==> config.mk <==
export PLATFORM = sky130hd
export DESIGN_NAME = csi_spi_master
export DESIGN_NICKNAME = d
export VERILOG_FILES = /design/src/rtl/csi_pkg.sv /design/src/rtl/csi_fifo.sv /design/src/rtl/csi_shift_engine.sv /design/src/rtl/csi_spi_master.sv
export SDC_FILE = /design/constraint.sdc
export NUM_CORES = 1
export LEC_CHECK = 0
export CAP_MARGIN = 10
export CORE_MARGIN = 4
export CORE_UTILIZATION = 45
export CTS_BUF_LIST = sky130_fd_sc_hd__clkbuf_16
export DETAILED_ROUTE_END_ITERATION = 8
export GPL_TIMING_DRIVEN = 0
export PLACE_DENSITY = 0.7
export SYNTH_ARGS = -nofsm -noshare
export SYNTH_HDL_FRONTEND = slang
export SYNTH_SLANG_ARGS = --single-unit
==> constraint.sdc <==
create_clock -name clk -period 7.63 [get_ports clk]
set_input_delay 0.763 -clock clk [delete_from_list [all_inputs] [get_ports clk]]
set_output_delay 0.763 -clock clk [all_outputs]
set_load 0.1 [all_outputs]
==> src/rtl/csi_pkg.sv <==
package csi_pkg;

   localparam int FRAME_W = 16;
   localparam int LEN_W   = $clog2(FRAME_W);
   localparam int DIV_W   = 8;
   localparam int ATTR_W  = 2 + DIV_W + LEN_W;
   localparam int MIN_LEN_M1 = 3;

   typedef struct packed {
      logic             cpol;
      logic             cpha;
      logic [DIV_W-1:0] div;
      logic [LEN_W-1:0] len_m1;
   } attr_t;

   function automatic logic [LEN_W-1:0] eff_len_m1(input logic [LEN_W-1:0] f);
      return (f < LEN_W'(MIN_LEN_M1)) ? LEN_W'(MIN_LEN_M1) : f;
   endfunction

endpackage

==> src/rtl/csi_fifo.sv <==
module csi_fifo #(
   parameter int W     = 16,
   parameter int DEPTH = 4
) (
   input  logic         clk,
   input  logic         rst_n,
   input  logic         wr,
   input  logic [W-1:0] wdata,
   input  logic         rd,
   output logic [W-1:0] rdata,
   output logic         full,
   output logic         empty
);
   localparam int AW = (DEPTH > 1) ? $clog2(DEPTH) : 1;
   localparam int CW = $clog2(DEPTH + 1);

   if (DEPTH < 2 || (DEPTH & (DEPTH - 1)) != 0) begin : g_depth_bad
      $error("csi_fifo: DEPTH must be a power of two, at least 2");
   end

   logic [W-1:0]  mem [DEPTH];
   logic [AW-1:0] wp_q, rp_q;
   logic [CW-1:0] cnt_q;
   logic          do_wr, do_rd;

   assign full  = (cnt_q == CW'(DEPTH));
   assign empty = (cnt_q == '0);
   assign do_wr = wr && !full;
   assign do_rd = rd && !empty;
   assign rdata = mem[rp_q];

   always_ff @(posedge clk) begin
      if (do_wr) mem[wp_q] <= wdata;
   end

   always_ff @(posedge clk or negedge rst_n) begin
      if (!rst_n) begin
         wp_q  <= '0;
         rp_q  <= '0;
         cnt_q <= '0;
      end else begin
         if (do_wr) wp_q <= wp_q + AW'(1);
         if (do_rd) rp_q <= rp_q + AW'(1);
         case ({do_wr, do_rd})
            2'b10:   cnt_q <= cnt_q + CW'(1);
            2'b01:   cnt_q <= cnt_q - CW'(1);
            default: cnt_q <= cnt_q;
         endcase
      end
   end


   drop_full_chk: assert property (@(posedge clk) disable iff (!rst_n)
      (wr && full && !rd) |=> full);


   read_empty_chk: assert property (@(posedge clk) disable iff (!rst_n)
      (rd && empty && !wr) |=> empty);

endmodule

==> src/rtl/csi_shift_engine.sv <==
module csi_shift_engine
   import csi_pkg::*;
(
   input  logic               clk,
   input  logic               rst_n,
   input  logic               start,
   input  logic [FRAME_W-1:0] start_data,
   input  attr_t              start_attr,
   input  logic               sin,
   output logic               busy,
   output logic               done,
   output logic [FRAME_W-1:0] rx_word,
   output logic               sck,
   output logic               sout
);
   localparam int HW = LEN_W + 2;

   logic               busy_q, cpol_q, cpha_q;
   logic [HW-1:0]      h_q;
   logic [DIV_W-1:0]   tmr_q, div_q;
   logic [LEN_W:0]     n_q;
   logic [FRAME_W-1:0] txsh_q, rxsh_q;
   logic               tick, last, edge_evt, do_sample, do_shift;
   logic [LEN_W-1:0]   len_e;

   assign len_e     = eff_len_m1(start_attr.len_m1);
   assign tick      = busy_q && (tmr_q == '0);
   assign last      = (h_q == {n_q, 1'b0});
   assign done      = tick && last;
   assign edge_evt  = tick && !last;
   assign do_sample = edge_evt && (cpha_q ? h_q[0] : !h_q[0]);
   assign do_shift  = edge_evt && (cpha_q ? (!h_q[0] && h_q != '0) : h_q[0]);

   assign busy    = busy_q;
   assign rx_word = rxsh_q;
   assign sck     = busy_q ? (cpol_q ^ h_q[0]) : cpol_q;
   assign sout    = busy_q && txsh_q[FRAME_W-1];

   always_ff @(posedge clk or negedge rst_n) begin
      if (!rst_n) begin
         busy_q <= 1'b0;
         cpol_q <= 1'b0;
         cpha_q <= 1'b0;
         h_q    <= '0;
         tmr_q  <= '0;
         div_q  <= '0;
         n_q    <= '0;
         txsh_q <= '0;
         rxsh_q <= '0;
      end else if (!busy_q) begin
         if (start) begin
            busy_q <= 1'b1;
            cpol_q <= start_attr.cpol;
            cpha_q <= start_attr.cpha;
            div_q  <= start_attr.div;
            tmr_q  <= start_attr.div;
            n_q    <= {1'b0, len_e} + {{LEN_W{1'b0}}, 1'b1};
            h_q    <= '0;
            txsh_q <= start_data << (LEN_W'(FRAME_W - 1) - len_e);
            rxsh_q <= '0;
         end
      end else if (tick) begin
         tmr_q <= div_q;
         if (last) busy_q <= 1'b0;
         else      h_q    <= h_q + HW'(1);
         if (do_sample) rxsh_q <= {rxsh_q[FRAME_W-2:0], sin};
         if (do_shift)  txsh_q <= {txsh_q[FRAME_W-2:0], 1'b0};
      end else begin
         tmr_q <= tmr_q - DIV_W'(1);
      end
   end


   frame_hold_chk: assert property (@(posedge clk) disable iff (!rst_n)
      (busy_q && !done) |=> busy_q);


   sck_hold_chk: assert property (@(posedge clk) disable iff (!rst_n)
      (busy_q && tmr_q != '0) |=> $stable(sck));

endmodule

==> src/rtl/csi_spi_master.sv <==
module csi_spi_master
   import csi_pkg::*;
#(
   parameter  int N_ATTR   = 4,
   parameter  int TX_DEPTH = 4,
   parameter  int RX_DEPTH = 4,
   localparam int SEL_W    = $clog2(N_ATTR),
   localparam int TXW      = SEL_W + FRAME_W
) (
   input  logic               clk,
   input  logic               rst_n,
   input  logic [FRAME_W-1:0] par_in,
   input  logic [SEL_W-1:0]   deser_sel,
   output logic [FRAME_W-1:0] par_out,
   input  logic               attr_wr,
   input  logic [SEL_W-1:0]   attr_idx,
   input  logic [ATTR_W-1:0]  attr_wdata,
   input  logic               tx_wr,
   input  logic [TXW-1:0]     tx_wdata,
   output logic               tx_full,
   input  logic               rx_rd,
   output logic [FRAME_W-1:0] rx_rdata,
   output logic               rx_empty,
   output logic               rx_ovf,
   output logic               sck,
   output logic               sout,
   input  logic               sin,
   output logic               cs_deser_n,
   output logic               cs_spi_n
);

   if (N_ATTR < 2 || (N_ATTR & (N_ATTR - 1)) != 0) begin : g_attr_bad
      $error("csi_spi_master: N_ATTR must be a power of two, at least 2");
   end

   attr_t              bank [N_ATTR];
   logic [TXW-1:0]     tx_rdata;
   logic               tx_empty, rx_full;
   logic               eng_busy, eng_done, eng_start;
   logic [FRAME_W-1:0] eng_rx, eng_data;
   attr_t              eng_attr;
   logic               pick_spi, pick_des, rx_push;
   logic [FRAME_W-1:0] last_q;
   logic               is_spi_q, ovf_q;

   for (genvar i = 0; i < N_ATTR; i++) begin : g_attr
      always_ff @(posedge clk or negedge rst_n) begin
         if (!rst_n)                                   bank[i] <= '0;
         else if (attr_wr && attr_idx == SEL_W'(i))    bank[i] <= attr_t'(attr_wdata);
      end
   end

   always_comb begin
      pick_spi  = !eng_busy && !tx_empty;
      pick_des  = !eng_busy && tx_empty && (par_in != last_q);
      eng_start = pick_spi || pick_des;
      eng_data  = pick_spi ? tx_rdata[FRAME_W-1:0] : par_in;
      eng_attr  = bank[pick_spi ? tx_rdata[TXW-1 -: SEL_W] : deser_sel];
   end

   assign rx_push = eng_done && is_spi_q;

   csi_fifo #(.W(TXW), .DEPTH(TX_DEPTH)) u_txq (
      .clk(clk), .rst_n(rst_n),
      .wr(tx_wr), .wdata(tx_wdata),
      .rd(pick_spi), .rdata(tx_rdata),
      .full(tx_full), .empty(tx_empty)
   );

   csi_fifo #(.W(FRAME_W), .DEPTH(RX_DEPTH)) u_rxq (
      .clk(clk), .rst_n(rst_n),
      .wr(rx_push), .wdata(eng_rx),
      .rd(rx_rd), .rdata(rx_rdata),
      .full(rx_full), .empty(rx_empty)
   );

   csi_shift_engine u_eng (
      .clk(clk), .rst_n(rst_n),
      .start(eng_start), .start_data(eng_data), .start_attr(eng_attr),
      .sin(sin), .busy(eng_busy), .done(eng_done), .rx_word(eng_rx),
      .sck(sck), .sout(sout)
   );

   always_ff @(posedge clk or negedge rst_n) begin
      if (!rst_n) begin
         last_q   <= '0;
         is_spi_q <= 1'b0;
         par_out  <= '0;
         ovf_q    <= 1'b0;
      end else begin
         if (pick_des)                par_out <= par_out;
         if (pick_des)                last_q  <= par_in;
         if (eng_start)               is_spi_q <= pick_spi;
         if (eng_done && !is_spi_q)   par_out <= eng_rx;
         if (rx_push && rx_full)      ovf_q   <= 1'b1;
      end
   end

   assign rx_ovf     = ovf_q;
   assign cs_spi_n   = !(eng_busy && is_spi_q);
   assign cs_deser_n = !(eng_busy && !is_spi_q);


   spi_first_chk: assert property (@(posedge clk) disable iff (!rst_n)
      (!eng_busy && !tx_empty) |=> !cs_spi_n);


   deser_go_chk: assert property (@(posedge clk) disable iff (!rst_n)
      (!eng_busy && tx_empty && par_in != last_q) |=> !cs_deser_n);


   par_hold_chk: assert property (@(posedge clk) disable iff (!rst_n)
      !(eng_done && !is_spi_q) |=> $stable(par_out));


   ovf_sticky_chk: assert property (@(posedge clk) disable iff (!rst_n)
      rx_ovf |=> rx_ovf);

endmodule

After elaboration in Yosys (flattened, before gate mapping). Memories as Yosys holds them, arrays and structs flattened. Cells that the tools add are included.

Flip-flop bits (word level): 166. Bits in writable memories: 136. Output and inout bits: 39. Memories: 2.

Memory list: u_txq.mem (words 4, width 18, read ports 1, clocked after Yosys merged registers in 0, wr ports 1, line csi_fifo.sv:21) `logic [W-1:0] mem [DEPTH];`; u_rxq.mem (words 4, width 16, read ports 1, clocked after Yosys merged registers in 0, wr ports 1, line csi_fifo.sv:21).

Add/subtract/negate cells: 12. Order comparisons: 2. Equal/unequal tests: 15. Shift-type cells: 1. Muxes and demuxes: 34. Bitwise operators: 3. Reduce and logical (&&, ||, !) cells: 46.

Operator list (number): 2-to-1 mux 16 bit (9); binary-select mux 14 bit (select 2 bit) (1); 2-to-1 mux 14 bit (2); 2-to-1 mux 6 bit (4); 2-to-1 mux 8 bit (3); logical AND 1 bit (23); inequality test 16 bit (1); left shift 16 x 4 -> 16 bit (1); case mux 3 bit (2 select lines) (2); 2-to-1 mux 1 bit (11); zero test 1 bit (10); AND reduction 3 bit (3); adder 2 x 1 -> 2 bit (second input constant) (4); equality test 2 bit (second input constant) (4); zero test 8 bit (1); inequality test 2 bit (second input constant) (4); subtractor 8 x 1 -> 8 bit (second input constant) (1); adder 3 x 1 -> 3 bit (second input constant) (2); adder 6 x 1 -> 6 bit (second input constant) (1); equality test 2 x 1 -> 1 bit (second input constant) (3); equality test 3 bit (second input constant) (2); equality test 6 bit (1); zero test 3 bit (2); nonzero test 2 bit (3); other kinds (14) (15).

Logic depth before layout (Yosys ltp).
Depth in word-level cells: 14. Depth in mapped cells: 15. Mapped depth without buffers: 14.

Hierarchy. A second synthesis with hierarchy kept.

Cell total of the unflattened synthesis: 942. Area, all modules: 13799.5 µm².

Modules (own cells, without submodules): csi_spi_master (instances 1, cells an instance 256, area an instance 4162.7 µm², seq. area each 2252.2 µm²); csi_shift_engine (instances 1, cells an instance 434, area an instance 3823.7 µm², seq. area each 1551.5 µm²); csi_fifo (u_txq) (instances 1, cells an instance 131, area an instance 3037.9 µm², seq. area each 2337.2 µm²); csi_fifo (u_rxq) (instances 1, cells an instance 121, area an instance 2775.2 µm², seq. area each 2097.0 µm²).

Worst setup path after synthesis. No wires, ideal clock.

Kind: reg-to-reg. Start: register u_rxq.cnt_q[0]. End: register u_rxq.cnt_q[1]. Arrival time: 3.763 ns. Path slack: 3.785 ns. Stages on the path, launching flop included: 7. Path buffers: 0. Clock period less this slack: 3.845 ns. Cells stage by stage: dfrtp_1 nor3_1 nor2b_1 ha_1 inv_1 fa_1 o21ai_0.

Longest elaborated chain between the ends: 5.

Ends and longest elaborated chain: start: declaration (line csi_fifo.sv:23) `logic [CW-1:0] cnt_q;`; start signal: assignment (line csi_fifo.sv:45) `2'b10: cnt_q <= cnt_q + CW'(1);`; start signal: assignment (line csi_fifo.sv:46) `2'b01: cnt_q <= cnt_q - CW'(1);`; start signal: assignment (line csi_fifo.sv:47) `default: cnt_q <= cnt_q;`; zero test 3 bit * (line csi_fifo.sv:27) `assign empty = (cnt_q == '0);`; named net rx_empty (line csi_spi_master.sv:23) `output logic rx_empty,`; zero test 1 bit * (line csi_fifo.sv:29) `assign do_rd = rd && !empty;`; logical AND 1 bit * (line csi_fifo.sv:29); named net u_rxq.do_rd (line csi_fifo.sv:24) `logic do_wr, do_rd;`; equality test 2 x 1 -> 1 bit / equality test 2 bit (equally long branches) (line csi_fifo.sv:44) `case ({do_wr, do_rd})`; case mux 3 bit (2 select lines) / nonzero test 2 bit (equally long branches).

The timed path passes the listed nets; every way through them passes the cells marked *. A chain may end at the register's enable or synchronous reset.

Worst setup path in the final report.
Start: register u_eng.busy_q (netlist: u_eng.busy). End: output port sck.

Longest elaborated chain between the ends: 1.

Ends and longest elaborated chain: start: declaration (line csi_shift_engine.sv:18) `logic busy_q, cpol_q, cpha_q;`; start signal: assignment (line csi_shift_engine.sv:41) `busy_q <= 1'b0;`; start signal: assignment (line csi_shift_engine.sv:52) `busy_q <= 1'b1;`; start signal: assignment (line csi_shift_engine.sv:64) `if (last) busy_q <= 1'b0;`; 2-to-1 mux 1 bit (line csi_shift_engine.sv:36) `assign sck = busy_q ? (cpol_q ^ h_q[0]) : cpol_q;`; end: declaration (line csi_spi_master.sv:25) `output logic sck,`.

No other way between the ends.

==> results.sh <==
export IMPL_outcome="complete, no violations"
export IMPL_drt_vias_per_instance=5.456
export IMPL_die_y_um=181.8
export IMPL_swShare_pct=35.26
export IMPL_r2r_slack_ns=4.11
export IMPL_synth_edf_count=136
export IMPL_dp_hpwl_mm=20.14
export IMPL_clkTransAtPathRegs_ns=0.06
export IMPL_num_io_pins=97
export IMPL_synth_top_family_by_area="multiplexers"
export IMPL_seq_area_frac_synth_pct=60.61
export IMPL_firstDrtPassIters=7
export IMPL_drc=0
export IMPL_fmax_mhz=225.6
export IMPL_die_area_um2=33050
export IMPL_netlist_instances=1029
export IMPL_grt_max_degree=121
export IMPL_total_power_mw=5.439
export IMPL_yosysMostFrequentCell="dfrtp_1"
export IMPL_holdWs_ns=0.1541
export IMPL_drive_above_1_share_pct=17.93
export IMPL_port_buffer_count=96
export IMPL_rsz0062_at_grt="no"
export IMPL_overflow=0
export IMPL_arrival_ns=3.67
export IMPL_reg2reg_from="u_txq.cnt_q[0]$_DFFE_PN0P_"
export IMPL_ys_warn_count=0
export IMPL_p_sw_mw=1.918
export IMPL_finClkSkew_ns=0.01204
export IMPL_cp_data_required_time_ns=6.87
export IMPL_h_tree_depth=2
export IMPL_synthTopCellsByArea="dfrtp_1 31%, edfxtp_1 30%, mux2_2 8.2%"
export IMPL_clk_insertion_delay_late_ns=0.51
export IMPL_hp_class="primary input to asynchronous set/reset pin"
export IMPL_num_rows=63
export IMPL_ys_ff_latch=302
export IMPL_synth_xor_area_share_pct=2.900
export IMPL_die_w_um=181.8
export IMPL_antenna_cells=0
export IMPL_p_leak_nw=6.402
export IMPL_drtAntennaViolNets=0
export IMPL_slew_headroom_pct=29.11
export IMPL_p_comb_share_pct=29.8
export IMPL_power_density_nw_per_um2=336.3
export IMPL_synth_compound_area_share_pct=7.622
export IMPL_critPathMaxStageDelay_ns=1.17
export IMPL_core_region_area_um2=29720
export IMPL_synth_largest_area_cell="dfrtp_1"
export IMPL_yosys_mux_area_fraction_pct=14.76
export IMPL_wirelength_mm=29.08
export IMPL_grt_pass1_vias=8856
export IMPL_clkSinkCount=302
export IMPL_vias=8610
export IMPL_synth_fa_ha_area_share_pct=1.675
export IMPL_synth_top_cell_area_share_pct=30.56
export IMPL_rr_endpoint="u_eng.txsh_q[15]$_DFFE_PN0P_"
export IMPL_worstPathCellList="clkbuf_1, clkbuf_1, buf_2, nand2_1, xnor2_1, clkdlybuf4s50_1"
export IMPL_finalCritPeriodShare_pct=58.10
export IMPL_yosys_area_share_simple_pct=9.758
export IMPL_post_cts_buffers=0
export IMPL_period_minus_slack_ns=4.433
export IMPL_startpoint_type="flip-flop"
export IMPL_crit_start="u_eng.busy$_DFF_PN0_"
export IMPL_place_ws_ns=3.444
export IMPL_grt_antenna_before_repair=0
export IMPL_place_gp_congestion=0.8926
export IMPL_p_int_mw=3.521
export IMPL_p_clk_share_pct=29.1
export IMPL_sequentialPowerShare_pct=41.1
export IMPL_grt_pass1_wl_mm=46.99
export IMPL_areaGrowthSynthToFinish_pct=19.00
export IMPL_nets=1237
export IMPL_hold_viol_final=0
export IMPL_clk_path_buf_depth=3
export IMPL_cap_viol_max_count=0
export IMPL_wire_per_inst_um=18.43
export IMPL_criticalPathCategory="flip-flop to output port"
export IMPL_final_util_pct=54.43
export IMPL_syn_num_nets=1104
export IMPL_drt_iter0_markers=543
export IMPL_setup_viol=0
export IMPL_synthFlopType="dfrtp_1"
export IMPL_crit_end="sck"
export IMPL_tritoncts="done"
export IMPL_slowest_stage="clkdlybuf4s50_1"
export IMPL_vdd_ir_drop_worst_uv=214.6
export IMPL_synth_cell_area_um2=13590
export IMPL_cts_buffers=34
export IMPL_crit_path_frequent_cell="clkbuf_1"
export IMPL_ys_types=68
export IMPL_reg2reg_depth=11
export IMPL_avgSynthCellArea_um2=13.21
export IMPL_async_reset_ff_share_pct=54.97
export IMPL_start_util_pct=45.74
export IMPL_cp_max_fo=10
export IMPL_ys_top_cells_by_count="166 x dfrtp_1, 140 x nand2_1, 136 x edfxtp_1"
export IMPL_grtUsageTotal_pct=17.50
export IMPL_cts_repair_resized=0
export IMPL_root_buffer="clkbuf_16"
export IMPL_cts_hold_buf=0
export IMPL_worst_slack_ns=3.197
export IMPL_slew_violations=0
export IMPL_tightestPinTransition_ns=1.060
export IMPL_cp_end_kind="output port"
logic make-up after synthesis:
group | Yosys count
flops | 302
simple gates | 294
mux | 144
compound gates | 141
buf+inv | 86
xor+xnor | 45
fa+ha+maj | 17
stage by stage:
step | cells | area (um2) | setup TNS (ns)
floorplan | 1029 | 13590 | 0
global placement | 1515 | 15040 | -217.35
detailed placement | 1516 | 15070 | 0
CTS | 1578 | 16170 | 0
global route | 1578 | 16170 | 0
finish | 1578 | 16170 | 0
power by group through the flow:
stage               Sequential, mW  Clock (mW)  Combinational [mW]
CTS                           2.24        1.62                1.64
finish                        2.24        1.58                1.62
global placement              2.25           0                1.60
detailed placement            2.27           0                1.63
floorplan                     2.32           0                1.13
global route                  2.28        1.69                1.74
how the worst min path moves through the flow:
| stage | end | slack (ns) | cells past startpoint |
|---|---|---|---|
| final | bank[32]$_DFFE_PN0P_ | 0.15 | 1 |
| after floorplan | u_eng.div_q[0]$_DFFE_PN0P_ | 0.44 | 2 |
| after global routing | bank[4]$_DFFE_PN0P_ | 0.18 | 1 |
| after detailed placement | u_eng.div_q[3]$_DFFE_PN0P_ | 0.47 | 2 |
| after global placement | u_eng.div_q[0]$_DFFE_PN0P_ | 0.46 | 2 |
| after CTS | bank[32]$_DFFE_PN0P_ | 0.16 | 1 |
registers in the layout, summed over array words and instances (netlist names):
name	count
u_eng.busy	1
last_q	16
rx_ovf	1
u_eng.n_q	5
u_rxq.mem	64
par_out	16
u_eng.tmr_q	8
u_eng.txsh_q	16
is_spi_q	1
u_txq.mem	72
u_eng.rx_word	16
u_txq.rp_q	2
u_rxq.cnt_q	3
bank	56
u_rxq.wp_q	2
u_eng.cpha_q	1
u_eng.cpol_q	1
u_txq.cnt_q	3
u_eng.div_q	8
u_eng.h_q	6
u_rxq.rp_q	2
u_txq.wp_q	2
worst max-delay path: cells and delay by family, from the launching register on:
| kind | cells | cell delay [ns] |
|---|---|---|
| buf+inv | 4 | 2.38 |
| flops | 1 | 0.42 |
| xor+xnor | 1 | 0.22 |
| simple gates | 1 | 0.12 |
layer usage:
| metal | track usage (%) | up-vias | wire length (um) |
|---|---|---|---|
| li1 | - | 4068 | - |
| met3 | 2.704 | 53 | 1454 |
| met5 | 0 | - | 0 |
| met4 | 5.194 | 0 | 671 |
| met2 | 30.10 | 226 | 14530 |
| met1 | 23.11 | 4263 | 12420 |
cells in the final DEF (no fill, tap or decap), types with 6 or more instances in the layout:
master / count
mux2_2: 99
edfxtp_1: 136
ha_1: 15
o211ai_1: 8
nor2_1: 40
a221oi_1: 7
clkbuf_16: 37
dfrtp_1: 166
nand2b_1: 6
a32o_1: 6
xnor2_1: 19
and2_1: 10
nand3_1: 51
a21oi_1: 13
o21ai_1: 19
buf_2: 10
nand2_1: 140
o21ai_0: 32
mux4_2: 30
mux2i_1: 11
nor3_1: 14
xor2_1: 26
a32oi_1: 6
clkbuf_1: 37
clkdlybuf4s50_1: 95
a222oi_1: 8
nor4_1: 7
inv_1: 38
area by class of cell:
cell class | count | area, um2
repair buffers | 97 | 993.5
multi-input cells | 641 | 4990
fillers | 2429 | 13540
well taps | 390 | 488.0
flip-flops and latches | 302 | 8238
inverters | 32 | 122.6
clock buffers | 37 | 925.9
clock inverters | 25 | 175.2
plain buffers | 54 | 241.5
No activity file was read; power rests on OpenSTA's default activity.
